===== config.mk =====
export PLATFORM = sky130hd
export DESIGN_NAME = cbr_unit
export DESIGN_NICKNAME = d
export VERILOG_FILES = /design/src/rtl/cbr_pkg.sv /design/src/rtl/cbr_bo_decode.sv /design/src/rtl/cbr_cond_eval.sv /design/src/rtl/cbr_target_sel.sv /design/src/rtl/cbr_unit.sv
export SDC_FILE = /design/constraint.sdc
export NUM_CORES = 1
export LEC_CHECK = 0
export ABC_CLOCK_PERIOD_IN_PS = 4860
export BUFFER_PORTS_ARGS = -buffer_cell sky130_fd_sc_hd__buf_2
export CELL_PAD_IN_SITES_DETAIL_PLACEMENT = 2
export CELL_PAD_IN_SITES_GLOBAL_PLACEMENT = 2
export CORE_AREA = 2 2 227 229
export CTS_CLUSTER_SIZE = 16
export DETAILED_ROUTE_END_ITERATION = 8
export DIE_AREA = 0 0 229 231
export PLACE_DENSITY_LB_ADDON = 0.1
export REMOVE_ABC_BUFFERS = 1
export SLEW_MARGIN = 20
export SYNTH_ARGS = -nofsm -noshare
export SYNTH_HDL_FRONTEND = slang
export SYNTH_SLANG_ARGS = --single-unit

===== constraint.sdc =====
create_clock -name clk -period 4.86 [get_ports clk]
set_input_delay 0.243 -clock clk [delete_from_list [all_inputs] [get_ports clk]]
set_output_delay 0.243 -clock clk [all_outputs]
set_load 0.01 [all_outputs]

===== src/rtl/cbr_pkg.sv =====
package cbr_pkg;
  typedef enum logic [1:0] {
    BK_REL = 2'b00,
    BK_LNK = 2'b01,
    BK_CNT = 2'b10,
    BK_RSV = 2'b11
  } br_kind_e;

  typedef struct packed {
    logic skip_cond;
    logic sense;
    logic keep_ctr;
    logic on_zero;
    logic hint;
  } bo_t;

  typedef enum logic [1:0] {
    ST_IDLE = 2'b00,
    ST_TGT  = 2'b01,
    ST_PRED = 2'b10
  } st_e;
endpackage


===== src/rtl/cbr_bo_decode.sv =====
module cbr_bo_decode
  import cbr_pkg::*;
(
  input  logic [4:0] raw,
  output bo_t        f
);
  // don't-care positions forced to zero so invalid forms act as defined ones
  always_comb begin
    f.skip_cond = raw[4];
    f.sense     = raw[4] ? 1'b0 : raw[3];
    f.keep_ctr  = raw[2];
    f.on_zero   = raw[2] ? 1'b0 : raw[1];
    f.hint      = (raw[4] & raw[2]) ? 1'b0 : raw[0];
  end
endmodule


===== src/rtl/cbr_cond_eval.sv =====
module cbr_cond_eval
  import cbr_pkg::*;
#(
  parameter int XLEN = 32,
  parameter int CRW  = 32,
  localparam int BIW = $clog2(CRW)
) (
  input  bo_t             f,
  input  logic [BIW-1:0]  bi,
  input  logic [CRW-1:0]  cr,
  input  logic [XLEN-1:0] ctr,
  output logic [XLEN-1:0] ctr_dec,
  output logic            taken
);
  logic cond_ok, cnt_ok;
  always_comb begin
    ctr_dec = ctr - XLEN'(1);
    cnt_ok  = f.keep_ctr | ((ctr_dec == '0) == f.on_zero);
    cond_ok = f.skip_cond | (cr[bi] == f.sense);
    taken   = cnt_ok & cond_ok;
  end
endmodule


===== src/rtl/cbr_target_sel.sv =====
module cbr_target_sel
  import cbr_pkg::*;
#(
  parameter int XLEN  = 32,
  parameter int ALIGN = 2
) (
  input  br_kind_e        kind,
  input  logic            keep_ctr,
  input  logic [XLEN-1:0] pc,
  input  logic [XLEN-1:0] disp,
  input  logic [XLEN-1:0] lr,
  input  logic [XLEN-1:0] ctr,
  input  logic [XLEN-1:0] ctr_dec,
  output logic [XLEN-1:0] tgt
);
  localparam logic [XLEN-1:0] MASK = ~((XLEN'(1) << ALIGN) - XLEN'(1));
  logic [XLEN-1:0] raw;
  always_comb begin
    unique case (kind)
      BK_LNK:  raw = lr;
      BK_CNT:  raw = keep_ctr ? ctr : ctr_dec;
      default: raw = pc + disp;
    endcase
    tgt = raw & MASK;
  end
endmodule


===== src/rtl/cbr_unit.sv =====
module cbr_unit
  import cbr_pkg::*;
#(
  parameter int XLEN  = 32,
  parameter int CRW   = 32,
  parameter int IBYTES = 4,
  localparam int BIW  = $clog2(CRW)
) (
  input  logic            clk,
  input  logic            rst,
  input  logic            issue_valid,
  input  logic [4:0]      bo_raw,
  input  logic [BIW-1:0]  bi,
  input  logic [1:0]      kind,
  input  logic [XLEN-1:0] fetch_pc,
  input  logic [XLEN-1:0] disp,
  input  logic [CRW-1:0]  cr_bits,
  input  logic            cr_ready,
  input  logic [XLEN-1:0] ctr_val,
  input  logic            ctr_ready,
  input  logic [XLEN-1:0] lr_val,
  input  logic            lr_ready,
  output logic            busy,
  output logic            stall,
  output logic            res_valid,
  output logic            res_taken,
  output logic [XLEN-1:0] res_target,
  output logic            ctr_we,
  output logic [XLEN-1:0] ctr_next,
  output logic            pred_valid,
  output logic            pred_taken,
  output logic [XLEN-1:0] pred_addr,
  output logic            flush,
  output logic [XLEN-1:0] flush_addr
);
  st_e             state_q;
  logic [4:0]      h_bo;
  logic [BIW-1:0]  h_bi;
  logic [1:0]      h_kind;
  logic [XLEN-1:0] h_pc, h_disp;
  logic            h_pred;

  logic            idle, accept, eval_en;
  logic [4:0]      a_bo;
  logic [BIW-1:0]  a_bi;
  br_kind_e        a_kind;
  logic [XLEN-1:0] a_pc, a_disp, fall, tgt, ctr_dec;
  bo_t             f;
  logic            taken, tgt_wait, cond_wait;

  assign idle    = (state_q == ST_IDLE);
  assign accept  = idle & issue_valid;
  assign eval_en = accept | ~idle;
  assign a_bo    = idle ? bo_raw   : h_bo;
  assign a_bi    = idle ? bi       : h_bi;
  assign a_kind  = br_kind_e'(idle ? kind : h_kind);
  assign a_pc    = idle ? fetch_pc : h_pc;
  assign a_disp  = idle ? disp     : h_disp;
  assign fall    = a_pc + XLEN'(IBYTES);

  cbr_bo_decode u_dec (.raw(a_bo), .f(f));

  cbr_cond_eval #(.XLEN(XLEN), .CRW(CRW)) u_eval (
    .f(f), .bi(a_bi), .cr(cr_bits), .ctr(ctr_val),
    .ctr_dec(ctr_dec), .taken(taken)
  );

  cbr_target_sel #(.XLEN(XLEN)) u_tgt (
    .kind(a_kind), .keep_ctr(f.keep_ctr), .pc(a_pc), .disp(a_disp),
    .lr(lr_val), .ctr(ctr_val), .ctr_dec(ctr_dec), .tgt(tgt)
  );

  assign tgt_wait  = ((a_kind == BK_LNK) & ~lr_ready) |
                     ((a_kind == BK_CNT) & ~ctr_ready);
  assign cond_wait = (~f.skip_cond & ~cr_ready) | (~f.keep_ctr & ~ctr_ready);

  assign busy  = ~idle;
  assign stall = (state_q == ST_TGT);

  always_ff @(posedge clk) begin
    if (rst) begin
      state_q    <= ST_IDLE;
      h_bo       <= '0;
      h_bi       <= '0;
      h_kind     <= '0;
      h_pc       <= '0;
      h_disp     <= '0;
      h_pred     <= 1'b0;
      res_valid  <= 1'b0;
      res_taken  <= 1'b0;
      res_target <= '0;
      ctr_we     <= 1'b0;
      ctr_next   <= '0;
      pred_valid <= 1'b0;
      pred_taken <= 1'b0;
      pred_addr  <= '0;
      flush      <= 1'b0;
      flush_addr <= '0;
    end else begin
      res_valid  <= 1'b0;
      ctr_we     <= 1'b0;
      pred_valid <= 1'b0;
      flush      <= 1'b0;
      if (accept) begin
        h_bo   <= bo_raw;
        h_bi   <= bi;
        h_kind <= kind;
        h_pc   <= fetch_pc;
        h_disp <= disp;
      end
      if (eval_en) begin
        if (tgt_wait) begin
          state_q <= ST_TGT;
        end else if (cond_wait) begin
          if (state_q != ST_PRED) begin
            pred_valid <= 1'b1;
            pred_taken <= f.hint;
            pred_addr  <= f.hint ? tgt : fall;
            h_pred     <= f.hint;
          end
          state_q <= ST_PRED;
        end else begin
          res_valid  <= 1'b1;
          res_taken  <= taken;
          res_target <= tgt;
          ctr_we     <= ~f.keep_ctr;
          ctr_next   <= ctr_dec;
          flush      <= (state_q == ST_PRED) && (taken != h_pred);
          flush_addr <= taken ? tgt : fall;
          state_q    <= ST_IDLE;
        end
      end
    end
  end

  p_ctr_we_with_result_r2: assert property (@(posedge clk) disable iff (rst)
    ctr_we |-> res_valid);
  p_target_aligned_r4: assert property (@(posedge clk) disable iff (rst)
    res_valid |-> (res_target[1:0] == 2'b00));
  p_result_frees_unit_r6: assert property (@(posedge clk) disable iff (rst)
    res_valid |-> !busy);
  p_pred_single_pulse_r7: assert property (@(posedge clk) disable iff (rst)
    pred_valid |=> !pred_valid);
  p_no_guess_while_stalled_r8: assert property (@(posedge clk) disable iff (rst)
    stall |-> !pred_valid);
  p_flush_with_result_r9: assert property (@(posedge clk) disable iff (rst)
    flush |-> res_valid && $past(state_q == ST_PRED));
endmodule


Word-level counts from Yosys, hierarchy flattened

Index checks and enable logic that the tools add are counted.

Logic and storage cells: 75
Input port bits: 178
Flip-flop bits (word level): 210

Equality and inequality tests: 8
Reduce and logical (&&, ||, !) cells: 8
$lt $le $gt $ge: 1
Add/sub/neg operators: 3
Bitwise operators: 21
Mux-type cells: 18

Operator list:

| kind                                                                          | count |
|---|---|
| 32-bit two-way mux                                                            | 5 |
| 32-bit case mux with 2 select lines                                           | 1 |
| 32-bit by 3-bit adder with 32-bit output (second input constant)              | 1 |
| 32-bit adder                                                                  | 1 |
| 32-bit logical NOT                                                            | 1 |
| 32-bit by 1-bit subtractor with 32-bit output (second input constant)         | 1 |
| 5-bit two-way mux                                                             | 2 |
| 1-bit inverter                                                                | 9 |
| 4-bit OR reduction                                                            | 2 |
| 1-bit AND                                                                     | 7 |
| 5-bit by 6-bit less-than comparator with 1-bit output (second input constant) | 1 |
| 1-bit two-way mux                                                             | 6 |
| 2-bit two-way mux                                                             | 3 |
| 1-bit binary-select mux with 5-bit select                                     | 1 |
| 1-bit bitwise OR                                                              | 5 |
| 2-bit by 1-bit equality test with 1-bit output (second input constant)        | 2 |
| 2-bit equality test (second input constant)                                   | 2 |
| 4-bit AND reduction                                                           | 1 |
| 3-bit AND reduction                                                           | 1 |
| 3-bit OR reduction                                                            | 1 |
| 1-bit equality test                                                           | 2 |
| 2-bit logical NOT                                                             | 1 |
| 2-bit != test (second input constant)                                         | 1 |
| 1-bit logical AND                                                             | 1 |
| 1-bit != test                                                                 | 1 |

Longest topological paths before layout

Gate-level depths: netlist (run 1).

Depth after elaboration: 9
Mapped depth: 20
Depth with buffers taken out: 14

Cells and area by module

A second synthesis (run 1) with hierarchy kept.

Cells, all modules: 1905
Area total of the unflattened synthesis: 13892.1 µm²

By module, submodules not included:

| module         | area each (µm²) | times used | seq. area each (µm²) | cells each |
|---|---|---|---|---|
| cbr_unit       | 9874.5          | 1          | 4244.1               | 1351 |
| cbr_target_sel | 2695.1          | 1          | 0.0                  | 370 |
| cbr_cond_eval  | 1283.7          | 1          | 0.0                  | 179 |
| cbr_bo_decode  | 38.8            | 1          | 0.0                  | 5 |

Worst setup path before layout (run 1)

OpenSTA, ideal clock, no wires.

Path kind: reg2reg
Start point: reg state_q[1]
End point: reg flush_addr[30]
Clock period less this slack: 4745 ps
Stages on the path, launching flop included: 20
Arrival time: 4659 ps
Required time: 4774 ps
Buffers on the path: 6
Slack: 115 ps
Cells stage by stage: dfxtp_1 nor2_1 buf_2 buf_2 buf_2 buf_2 buf_1 clkbuf_1 nand2_1 nand2_1 ha_1 a21oi_1 nand2_1 a22o_1 o311ai_1 a211oi_1 or4_1 o311ai_0 nor2_1 a211oi_1

Cells in the longest elaborated chain, start to end: 8
Elaborated cells between the ends (all ways): 36
Those cells by class: add/sub (2); eq/ne (4); mux (12); bitwise (16); reduce/logical (2)

RTL lines:

| what                                                                 | RTL line        | source |
|---|---|---|
| from (decl)                                                          | cbr_unit.sv:36  | `st_e state_q;` |
| from (signal assigned)                                               | cbr_unit.sv:82  | `state_q <= ST_IDLE;` |
| from (signal assigned)                                               | cbr_unit.sv:113 | `state_q <= ST_TGT;` |
| from (signal assigned)                                               | cbr_unit.sv:121 | `state_q <= ST_PRED;` |
| 2-bit logical NOT *                                                  | cbr_unit.sv:51  | `assign idle = (state_q == ST_IDLE);` |
| parallel branches: the longest is 7 deep, another holds 32-bit adder | -               |  |
| to (signal assigned)                                                 | cbr_unit.sv:129 | `flush_addr <= taken ? tgt : fall;` |
| to (decl)                                                            | cbr_unit.sv:34  | `output logic [XLEN-1:0] flush_addr` |

Mark *: on every way between the ends. The select of a mux whose other input is x is not followed.
A chain may end at the register's enable or synchronous reset.

Worst setup path in the final report (run 1)

Start point: reg state_q[1]
End point: reg flush_addr[28]

Same word-level chain as after synthesis.

==> impl_results.md, run 1 <==
- RR Startpoint: state_q[1]
- Post-route cell area: 17,600 um^2
- # clock sinks: 210
- Seq cells post-synth: 210
- Sequential share of power: 0.303
- Core region area: 50,700 um^2
- Leak Pwr: 7.46 nW
- First-pass DRT Iterations: 5
- Area share of the leading cell type in the synthesized netlist: 0.312
- DR iter-0 viols: 740
- Number of synthesized flops with an enable pin: 0
- Antenna-violating nets left: 0
- Kind of critical path: reg2reg
- Hold Path Depth: 3
- R2R Setup Slk: 360 ps
- CP max FO: 24
- Area of the die: 52,900 um^2
- Syn avg cell area: 7.26 um^2
- Worst hold-check path type: in2reg
- First-pass GRT wire length: 103 mm
- Final wirelength: 67.5 mm
- Worst Setup Start Kind: flip-flop
- Tot GR Track Use: 0.250
- Num CTS Buffers: 28
- Hpwl dp: 50.6 mm
- Syn-to-layout area delta: 30.6%
- WL/cell: 23.4 um
- Prevailing post-synth register cell: dfxtp_1
- P_sw: 2.59 mW
- Leading area contributor after synthesis: dfxtp_1
- Vias per Instance: 5.30
- Initial antenna violation count: 1
- Die H: 231 um
- Yosys warns: 0
- # nets final: 2,398
- RSZ-0062 raised after global routing: false
- Distinct cell type count after synthesis: 83
- Rel. slew slack: 0.298
- Worst slew pin tran: 1050 ps
- DRC: 0
- Comb pwr share: 0.358
- Latest clock arrival within the worst-skew pair: 580 ps
- Largest net degree at the start of global routing: 130
- Routability cong.: 0.884
- Final hold vios: 0
- Cell area power density: 381 nW/um^2
- WP data arrival: 5000 ps
- Mapped Area: 13,500 um^2
- Max-slew violation count: 0
- Int Pwr: 4.11 mW
- Via Count: 15,300
- Required time of the critical path: 5360 ps
- Boundary Pins: 314
- Clock Power Share: 0.339
- Max IR drop VDD: 0.310 mV
- Period utilization: 0.926
- PortBufs: 309
- Hold Crit Start: ctr_val[5]
- Layout cells sized above 1: 0.203
- Cells after synthesis: 1,854
- CTS tree: yes
- Vias in the first global route: 16,300
- Root Driver: clkbuf_16
- Final min period: 4500 ps
- Top post-synthesis cells by area: dfxtp_1 31%, nand2_1 12%, a21oi_1 7.4%
- Asr flop ratio synth: 0
- Number of core rows: 83
- Worst Reg-to-Reg Cells: 14
- Gr ovfl total: 0
- Clock Tree Buf Depth: 3
- Max-Cap Viols: 0
- Fmax: 0.222 GHz
- Finish-stage setup viols: 0
- Tot Pwr: 6.69 mW
- H-tree levels: 1
- Clock-pin slew on the worst setup and hold paths: 60 ps
- R2R Path End: flush_addr[28]
- Sequential share of the synthesized area: 0.312
- Status: complete, no violations
- Clock skew: 23.0 ps
- Worst Hold Endpoint: ctr_next[5]
- Die width: 229 um
- Initial core utilization: 0.266
- Sw Share: 0.386
- CP endpoint kind: flip-flop
- Placed Instance Area: 15,700 um^2
==> power groups by stage <==
stage | combinational [mW] | clock [mW] | sequential (mW)
after floorplan | 1.24 | 0 | 2.11
after global placement | 2.29 | 0 | 2.06
after detailed placement | 2.34 | 0 | 2.07
after CTS | 2.41 | 2.33 | 2.03
after global routing | 2.62 | 2.39 | 2.05
final | 2.40 | 2.27 | 2.03
==> cells by family after synthesis <==
group,Yosys count,synth area share
simple gates,796,0.270
compound gates,490,0.226
flops,210,0.312
buf+inv,177,0.0535
xor+xnor,102,0.0664
mux,43,0.0385
fa+ha+maj,35,0.0325
other cells,1,0.000279
==> worst max path at each step <==
| stage | from | end | slack [ps] | depth (start not counted) |
|---|---|---|---|---|
| floorplan | state_q[0] | flush_addr[7] | -6960 | 12 |
| global placement | state_q[1] | flush_addr[28] | 510 | 14 |
| detailed placement | state_q[1] | flush_addr[31] | 380 | 15 |
| CTS | state_q[1] | flush_addr[31] | 360 | 15 |
| global route | state_q[1] | flush_addr[30] | 80 | 14 |
| finish | state_q[1] | flush_addr[28] | 360 | 14 |
==> layout by cell type (no fill, tap or decap), types with 42 or more instances in the layout <==
cell / netlist / layout
nor2_1: 135 / 131
dfxtp_1: 210 / 210
buf_2: 20 / 308
xnor2_1: 55 / 55
a211oi_1: 58 / 57
buf_4: 8 / 42
xor2_1: 47 / 47
nand2_1: 413 / 412
nor3_1: 68 / 68
o21ai_0: 94 / 94
a21oi_1: 200 / 200
dlygate4sd3_1: 0 / 89
==> synth_stat cells (8+ instances only) <==
library cell	count
nand4_1	16
o211ai_1	17
or3_1	19
mux2i_1	30
a21o_1	11
a311oi_1	14
o21a_1	8
nand2_1	413
and2_1	11
buf_4	8
nor2_1	135
a221oi_1	20
a21oi_1	200
nor4_1	41
xor2_1	47
xnor2_1	55
clkbuf_1	108
o21ai_0	94
nor3_1	68
dfxtp_1	210
inv_1	34
nand3_1	23
a211oi_1	58
nor2b_1	8
buf_2	20
ha_1	35
==> timing repair <==
item                       CTS  global route
gates resized for setup      0             1
setup endpoints to repair    0             2
setup buffers                0             0
hold buffers                89             0
hold endpoints to repair    79             0
==> registers in the layout, indices dropped and copies added (netlist names), 5 cells and up <==
name	flops
h_bo	5
ctr_next	32
h_pc	32
h_disp	32
res_target	30
flush_addr	32
pred_addr	32
h_bi	5
==> per-stage QoR <==
stage                     hold slack, ps  setup slack, ps  std cells  utilization  TNS [ps]
final                               43.0              360       2888        0.347         0
after CTS                           10.6              359       2887        0.347         0
after detailed placement             448              384       2746        0.310         0
after global placement               440              510       2746        0.310         0
after floorplan                      312            -6960       1713            -   -820920
after global routing                47.4             75.3       2887        0.347         0
==> final cells by class <==
type                            count  area, um^2
Multi-Input combinational cell   1468        8590
Clock buffer                       37         806
Clock inverter                     15         191
Fill cell                        5972       33100
Sequential cell                   210        4200
Antenna cell                        1        2.50
Tap cell                          680         851
Inverter                           35         131
Timing Repair Buffer              442        2810
==> critical path: stages, from the launching register on <==
cell and delay, ps:
dfxtp_1 330, nor2_4 270, inv_2 280, nand2_1 160, nand2_1 90, ha_1 390
a21oi_1 290, nand2_1 140, a22o_1 330, o311ai_1 660, a211oi_1 320, o21ba_2 270
a211oi_1 540, nand3_1 150, a31oi_1 190
==> routing by layer <==
layer / track usage / part of all wire / vias to the layer above
met1: 0.334 / 0.47 / 7688
li1: - / - / 7245
met5: 0 / 0 / -
met4: 0.0497 / 0.020 / 0
met3: 0.0303 / 0.034 / 64
met2: 0.432 / 0.48 / 299
Power figures use the tool's default switching activity.
==> inputs of run 2 (changes only) <==
CORE_AREA = 2 2 223 225   (was 2 2 227 229)
CTS_BUF_LIST = sky130_fd_sc_hd__clkbuf_4   (was not set)
DIE_AREA = 0 0 225 227   (was 0 0 229 231)
HOLD_SLACK_MARGIN = 0.15   (was not set)
==> run 2 against run 1 <==
Against the previous run:
- critical path depth increased by 1
- utilization rose by 2.8 points
- die area is 3.4% lower
- clock skew increased by 60 ps
- sequential share of layout area fell by 0.82 points
- power fell by 5.7%
- clock-buffer cell count rose by 58
- combinational power increased by 3%
- final cell count rose by 3.4%
- sequential power is essentially flat
- flip-flop and latch count is the same
- largest cell class unchanged
- largest power group unchanged
==> impl_results.md, run 2 (synthesized netlist as in run 1, its figures left out) <==
- Clock Tree Buf Depth: 3 (unchanged)
- Worst setup margin: 359 ps (-1.59 ps)
- Gr ovfl total: 0 (unchanged)
- Antenna-violating nets left: 0 (unchanged)
- Vias in the first global route: 17,200 (+5.4%)
- Placed Instance Area: 15,600 um^2 (-0.56%)
- Hpwl dp: 50.3 mm (-0.47%)
- Rel. slew slack: 0.370 (+0.0720)
- Latest clock arrival within the worst-skew pair: 830 ps (+250 ps)
- CP endpoint kind: flip-flop
- WL/cell: 23.5 um (+0.74%)
- Fmax: 0.222 GHz (about the same)
- Initial antenna violation count: 3 (+2)
- Worst Reg-to-Reg Cells: 15 (+1)
- Max-slew violation count: 0 (unchanged)
- Initial core utilization: 0.277 (+0.0117)
- WP data arrival: 5160 ps (+160 ps)
- Die H: 227 um (-1.7%)
- H-tree levels: 3 (+2)
- Hold Path Depth: 4 (+1)
- Syn-to-layout area delta: 35.3%
- Hold Crit Start: fetch_pc[7]
- Max-Cap Viols: 0 (unchanged)
- Clock-pin slew on the worst setup and hold paths: 70 ps (about the same)
- Boundary Pins: 314 (unchanged)
- DP Worst Slack: 300 ps (-83.6 ps)
- Status: complete, no violations
- First-pass GRT wire length: 106 mm (+2.9%)
- Area of the die: 51,100 um^2 (-3.4%)
- DRC: 0 (unchanged)
- Kind of critical path: reg2reg
- Post-route setup TNS: 0 ps (unchanged)
- Largest net degree at the start of global routing: 79 (-39%)
- Tot GR Track Use: 0.273 (+0.0227)
- Fillcell total: 5,723 (-4.2%)
- Vias per Instance: 5.34 (+0.77%)
- Routability cong.: 0.899 (+1.7%)
- Post-CTS Setup Bufs: 0 (unchanged)
- Post-route cell area: 18,200 um^2 (+3.6%)
- R2R Path End: flush_addr[24]
- Via Count: 15,900 (+4.2%)
- Max IR drop VDD: 0.128 mV (-59%)
- Worst Hold Endpoint: h_pc[7]
- Number of core rows: 81 (-2.4%)
- Cell area power density: 347 nW/um^2 (-9.0%)
- CP max FO: 12 (-50%)
- Worst hold-check path type: in2reg
- Worst Setup Start Kind: flip-flop
- CTS tree: yes
- Layout cells sized above 1: 0.212 (+0.00851)
- Die width: 225 um (-1.7%)
- # nets final: 2,530 (+5.5%)
- Finish-stage setup viols: 0 (unchanged)
- PortBufs: 309 (unchanged)
- Highest-count cells in the layout ignoring fill and taps: 411 x nand2_1, 308 x buf_2, 210 x dfxtp_1
- Root Driver: clkbuf_4
- Clock skew: 82.7 ps (+59.7 ps)
- Hold Worst Slack: 250 ps (+207 ps)
- # clock sinks: 210 (unchanged)
- Num CTS Buffers: 69 (+150%)
- Final wirelength: 70.3 mm (+4.1%)
- Final hold vios: 0 (unchanged)
- Layout Utilization: 0.375 (+0.0282)
- Period utilization: 0.926 (about the same)
- RSZ-0062 raised after global routing: false
- RR Startpoint: state_q[1]
- DR iter-0 viols: 665 (-10%)
- Worst slew pin tran: 945 ps (-108 ps)
- Commonest non-fill, non-tap cell in the layout: nand2_1
- Core region area: 48,500 um^2 (-4.2%)
- Final min period: 4500 ps (+1.59 ps)
- Required time of the critical path: 5520 ps (+160 ps)
- Leak Pwr: 7.81 nW (+4.7%)
- First-pass DRT Iterations: 5 (unchanged)
- R2R Setup Slk: 360 ps (about the same)
[run 2: changes by cell type in the layout (fill, tap and decap cells not counted), sizes merged]
cell,before,now
bufinv,4,0
clkinvlp,2,1
clkinv,7,15
diode,1,4
dlygate4sd3,89,180
clkbuf,37,95
[run 2: how the worst max path moves through the flow]
stage | start | to | slack, ps | depth (start not counted)
CTS | state_q[1] | flush_addr[30] | 220 | 14
global route | state_q[1] | flush_addr[28] | 2 | 15
floorplan | state_q[0] | flush_addr[7] | -6960 | 12
detailed placement | state_q[1] | flush_addr[30] | 300 | 14
finish | state_q[1] | flush_addr[24] | 360 | 15
global placement | ctr_val[1] | flush_addr[20] | 350 | 13
[run 2: timing repair]
action	4_1_cts	5_1_grt
endpoints found under the hold margin	157	0
setup endpoints to repair	0	10
hold buffers	180	0
gates resized for setup	0	4
[run 2: worst max-delay path, cell delays in order (launching register included)]
cell	delay, ps
dfxtp_1	340
nor2_4	310
buf_4	240
buf_4	220
nand2_1	70
nand2_1	80
ha_1	300
a21oi_1	270
nand2_1	120
a22o_1	320
o311ai_1	740
a21oi_1	200
o41ai_1	620
nor3_1	190
nor4_1	210
nor3_1	90
[run 2: final cells by class]
type | count | area, um^2 | share of cell area
timing repair buffer | 533 | 3710 | 0.204
multi-input combinational | 1468 | 8590 | 0.472
clock inverter | 18 | 72.6 | 0.00399
inverter | 35 | 131 | 0.00721
clock buffer | 95 | 713 | 0.0392
tap | 622 | 778 | 0.0427
sequential | 210 | 4200 | 0.231
antenna | 4 | 10.0 | 0.000550
[run 2: power by group]
part,internal (mW),switching (mW)
Clock,0.893,0.916
Combinational,0.869,1.60
Sequential,1.91,0.119
Total,3.67,2.64
[run 2: per-stage QoR]
| step | instances | power [mW] |
|---|---|---|
| CTS | 2981 | 6.36 |
| finish | 2985 | 6.31 |
| floorplan | 1713 | 3.35 |
| detailed placement | 2688 | 4.39 |
| global placement | 2688 | 4.33 |
| global route | 2983 | 6.73 |
[run 2: routing by layer]
metal | wire (um) | GRT usage | vias to the layer above
met3 | 2990 | 0.0435 | 90
li1 | - | - | 7523
met1 | 32200 | 0.353 | 7975
met2 | 33700 | 0.468 | 344
met5 | 0 | 0 | -
met4 | 1440 | 0.0788 | 0
